==> config.mk <==
export PLATFORM = sky130hd
export DESIGN_NAME = i2c_scl_timer
export DESIGN_NICKNAME = d
export VERILOG_FILES = /design/src/rtl/i2c_scl_timer.sv
export SDC_FILE = /design/constraint.sdc
export NUM_CORES = 1
export LEC_CHECK = 0
export BUFFER_PORTS_ARGS = -buffer_cell sky130_fd_sc_hd__buf_4
export CAP_MARGIN = 30
export CORE_UTILIZATION = 50
export DETAILED_ROUTE_END_ITERATION = 6
export GPL_TIMING_DRIVEN = 1
export PLACE_DENSITY = 0.76
export SYNTH_ARGS = -nofsm -noshare
export SYNTH_HDL_FRONTEND = slang
export SYNTH_SLANG_ARGS = --single-unit
==> constraint.sdc <==
create_clock -name clk -period 7.4 [get_ports clk]
set_clock_uncertainty 0.1 [all_clocks]
set_input_delay 1.11 -clock clk [delete_from_list [all_inputs] [get_ports clk]]
set_output_delay 1.11 -clock clk [all_outputs]
set_load 0.1 [all_outputs]
==> src/rtl/i2c_scl_timer.sv <==
module i2c_scl_timer #(
  parameter int RATE_W  = 16,
  parameter int SETUP_W = 16
) (
  input  logic               clk,
  input  logic               rst_n,
  input  logic               run,
  input  logic [RATE_W-1:0]  rate,
  input  logic [1:0]         speed,
  input  logic [SETUP_W-1:0] setup,
  input  logic               scl_in,
  output logic               scl_drive_low,
  output logic               stb_start,
  output logic               stb_sample,
  output logic               stb_change,
  output logic               stb_end
);
  localparam int LEN_W = RATE_W + 1;
  localparam int CNT_W = (LEN_W > SETUP_W) ? LEN_W : SETUP_W;

  typedef enum logic [1:0] {ST_IDLE, ST_LOW, ST_HIGH} phase_t;

  phase_t            st;
  logic [CNT_W-1:0]  cnt;
  logic              stretched;

  logic              fast;
  logic [RATE_W-1:0] r_eff;
  logic [CNT_W-1:0]  low_len, high_len, delay, sample_pt;
  logic              low_done, high_done;

  assign fast      = (speed == 2'd1) || (speed == 2'd2);
  assign r_eff     = (rate == '0) ? RATE_W'(1) : rate;
  assign high_len  = CNT_W'(r_eff);
  assign low_len   = fast ? CNT_W'({r_eff, 1'b0}) : CNT_W'(r_eff);
  assign delay     = stretched ? CNT_W'(setup) : '0;
  assign sample_pt = high_len >> 1;

  assign low_done  = (cnt >= low_len - CNT_W'(1)) && (cnt >= delay);
  assign high_done = scl_in && (cnt == high_len - CNT_W'(1));

  assign scl_drive_low = (st == ST_LOW);
  assign stb_start     = (st == ST_LOW) && (cnt == '0);
  assign stb_change    = (st == ST_LOW) && (cnt == delay);
  assign stb_sample    = (st == ST_HIGH) && scl_in && (cnt == sample_pt);
  assign stb_end       = (st == ST_HIGH) && high_done;

  always_ff @(posedge clk) begin
    if (!rst_n) begin
      st        <= ST_IDLE;
      cnt       <= '0;
      stretched <= 1'b0;
    end else begin
      unique case (st)
        ST_IDLE: begin
          cnt       <= '0;
          stretched <= 1'b0;
          if (run) st <= ST_LOW;
        end
        ST_LOW: begin
          if (stb_change) stretched <= 1'b0;
          if (low_done) begin
            st  <= ST_HIGH;
            cnt <= '0;
          end else begin
            cnt <= cnt + CNT_W'(1);
          end
        end
        ST_HIGH: begin
          if (!scl_in) begin
            stretched <= 1'b1;
          end else if (high_done) begin
            cnt <= '0;
            st  <= run ? ST_LOW : ST_IDLE;
          end else begin
            cnt <= cnt + CNT_W'(1);
          end
        end
        default: st <= ST_IDLE;
      endcase
    end
  end

  a_r8_hold_while_low: assert property (@(posedge clk) disable iff (!rst_n)
    (st == ST_HIGH && !scl_in) |=> (st == ST_HIGH) && $stable(cnt));

  a_r9_release_after_change: assert property (@(posedge clk) disable iff (!rst_n)
    $fell(scl_drive_low) |-> ($past(cnt) >= $past(delay)));

  a_r6_single_change: assert property (@(posedge clk) disable iff (!rst_n)
    stb_change |=> !stb_change);

  a_r11_start_origin: assert property (@(posedge clk) disable iff (!rst_n)
    stb_start |-> ($past(stb_end) || $past(st == ST_IDLE)));

  a_r11_back_to_back: assert property (@(posedge clk) disable iff (!rst_n)
    (stb_end && run) |=> stb_start);

  a_r1_idle_quiet: assert property (@(posedge clk) disable iff (!rst_n)
    (st == ST_IDLE && !run) |=> (st == ST_IDLE) && !scl_drive_low);
endmodule

==> summary.txt <==
Placement
  – GPL Wtd Cong: 0.948
  – Cell Count Post-Placement: 611
  – Port Buf Inserts: 42
  – HPWL Detailed: 7980 um
  – Post-DP Area: 0.00386 mm2

Timing
  – Fin. max-slew vios: 0
  – Fin crit share: 0.839
  – Pin slew with the least headroom to its limit: 0.880 ns
  – Fmax: 0.161 GHz
  – Fin Setup TNS: 0 ns
  – Final min period: 6.21 ns
  – # setup viols final: 0
  – Slew HR: 0.411
  – Hold_ws: 0.424 ns
  – Hold Fails Final Rpt: 0
  – Unrepaired setup endpoints after global routing: no

Finish
  – Area delta synth->final: 8.72%
  – Final Non-Filler Cells: 615
  – Reg area: 400 um2
  – Ant diodes: 0
  – Finished Core Util: 0.570
  – Net count, final: 599
  – Multi-input gate area: 0.00291 mm2
  – Final Cell Area: 0.00391 mm2
  – Share of cells above drive strength 1: 0.123
  – Layout fillers: 653

Synthesis
  – YS warnings: 0
  – Ys async rst share: 0
  – Register bit total from synthesis: 20
  – Synthesized area: 0.00360 mm2
  – Syn avg cell area: 7.03 um2
  – Post-synth cell types: 66
  – Number of synthesized flops with an enable pin: 0
  – Sequential area share after synthesis: 0.111
  – Ys flop type: dfxtp_1
  – Syn Inst Count: 512
  – Synthesized net count: 591

Global route
  – Vias in the first global route: 3350
  – Grt total ovfl: 0
  – GRT Overall Usage: 0.276
  – Grt met3 use: 0.0284
  – Initial antenna violation count: 0
  – Largest net degree at the start of global routing: 24
  – Busiest grt layer: met2
  – GR Util met2: 0.444
  – First-pass GRT wire length: 16500 um
  – Global Route met1 Usage: 0.389

Run status
  – Status: finished, final reports clean

Job
  – Max cap viols: 0

Pwr
  – Int Power: 282 uW
  – Sw frac: 0.495
  – Clock Power Share: 0.154
  – Max rail drop VDD: 0.145 mV
  – Reg power frac: 0.221
  – Comb pwr share: 0.625
  – Switch Pwr: 276 uW
  – Pwr/cell area: 143 mW/mm2
  – Leak: 0.00144 uW

Routing
  – Final routed DRC violation total: 0
  – Detail Route Antenna Nets: 0
  – Drt initial violations: 309
  – Detailed Route WL: 10300 um
  – WL/cell: 16.7 um
  – DR pass1 iterations: 5
  – Vias/cell: 6.30
  – Vias: 3874

Setup path
  – Worst reg-to-reg setup slack: 3.50 ns
  – Crit path launch type: primary input
  – Crit path max fanout: 18
  – WS Path Type: in -> reg
  – Req. time, crit path: 7.48 ns
  – Critical path arrival: 6.28 ns
  – CP endpoint kind: flip-flop

CTS
  – Post-CTS Setup Bufs: 0
  – Hold Buf Count CTS: 0
  – Maximum buffer depth of the clock tree: 2
  – CTS tree: done
  – TritonCTS sink count: 20
  – H-Tree Depth: 1
  – PostCTS Resize Cnt: 0
  – Worst-path clk slew: 0.08 ns
  – Worst skew pair latency: 0.26 ns
  – Clock Tree Root: clkbuf_8
  – Num CTS Buffers: 3

Floorplanning
  – Starting Density: 0.524
  – Die ar.: 0.00754 mm2
  – Rows: 30
  – Core Area: 0.00687 mm2
  – Die W: 86.9 um
  – Die height: 86.9 um
  – IO Count: 43

Min path
  – Hold Crit Class: reg -> reg
## stage by stage
stage	setup WS (ns)	power, uW
after floorplan	1.30	392
after global placement	1.27	461
after global routing	0.604	595
after detailed placement	1.03	470
final	1.19	559
after CTS	1.28	555
## worst paths after layout
| path | from | end | cells past startpoint |
|---|---|---|---|
| setup / recovery | rate[4] | cnt[5]$_SDFFE_PN0P_ | 21 |
| hold / removal | st[1]$_SDFFE_PN0P_ | st[1]$_SDFFE_PN0P_ | 2 |
| setup reg to reg | stretched$_SDFFE_PN0P_ | cnt[5]$_SDFFE_PN0P_ | 10 |
| hold reg to reg | st[1]$_SDFFE_PN0P_ | st[1]$_SDFFE_PN0P_ | 2 |
## critical path: stages
cell       delay (ns)
buf_4            0.20
nor4_4           0.09
a41o_1           0.33
o21ai_0          0.22
ha_1             0.20
nor2b_1          0.17
nand4b_1         0.24
nor3_1           0.75
nand3_1          0.14
o21ai_0          0.10
nor3_1           0.06
a21oi_1          0.14
ha_1             0.26
o21ai_0          0.07
o21ai_0          0.13
a2111oi_0        0.44
a211o_1          0.23
a221o_1          0.15
o311a_1          0.59
nand3_2          0.37
o22ai_1          0.28
## layer usage
metal	part of all wire	vias to the layer above	wire [um]
met1	0.46	1773	4730
met2	0.45	167	4600
met5	0	-	0
met4	0.025	0	254
li1	-	1906	-
met3	0.067	28	693
## cell usage in the layout, fill, tap and decap left out, types with 4 or more instances in the layout
| master | instances |
|---|---|
| ha_1 | 41 |
| o22ai_1 | 15 |
| a21o_1 | 7 |
| or4_1 | 4 |
| nor2b_1 | 6 |
| o21ai_0 | 22 |
| xor2_1 | 7 |
| inv_1 | 26 |
| nand3_1 | 27 |
| a21oi_1 | 24 |
| nor4_1 | 12 |
| nor3_1 | 14 |
| nand2_1 | 64 |
| dfxtp_1 | 20 |
| nand4_1 | 15 |
| a31oi_1 | 16 |
| clkbuf_8 | 4 |
| or3_1 | 10 |
| xnor2_1 | 31 |
| buf_4 | 44 |
| nor4b_1 | 6 |
| o31ai_1 | 8 |
| nor2_1 | 32 |
## state kept, by name (all words and copies together), names as in the netlist
signal and count:
cnt 17, st 2, stretched 1
## cell type report
cell class,count,area share
inverters,27,0.0259
clock buffers,4,0.0141
well taps,96,0.0307
flip-flops and latches,20,0.102
multi-input cells,424,0.743
repair buffers,44,0.0844
## power by group through the flow
stage	Sequential (uW)	Clock [uW]	Combinational [uW]
after floorplan	120	0	272
after global placement	126	0	335
after detailed placement	126	0	344
after CTS	124	85.2	346
after global routing	126	90.7	378
final	124	86.1	349
## synthesized netlist by cell type, drive strengths merged (6+ instances only)
library cell,instances,area [um2]
nand2,64,240
ha,41,513
nor2,32,120
xnor2,32,280
nand3,28,145
inv,27,101
clkbuf,25,93.8
a21oi,24,120
o21ai,22,110
dfxtp,20,400
a31oi,16,100
buf,16,105
nor3,16,90.1
o22ai,16,106
nand4,15,93.8
nor4,14,118
or3,10,62.6
o31ai,8,60.1
a21o,7,52.6
xor2,7,61.3
nor2b,6,37.5
nor4b,6,52.6
or4,6,52.6
## kinds of logic (layout without fill, tap and decap cells)
logic type | count (synthesis) | count (layout) | share of synthesized area
simple gates | 214 | 214 | 0.316
compound gates | 126 | 126 | 0.237
buf+inv | 68 | 75 | 0.0834
fa+ha+maj | 41 | 41 | 0.143
xor+xnor | 40 | 40 | 0.101
flops | 20 | 20 | 0.111
mux | 3 | 3 | 0.00834
Note: power is estimated with default switching activity, not from simulation.
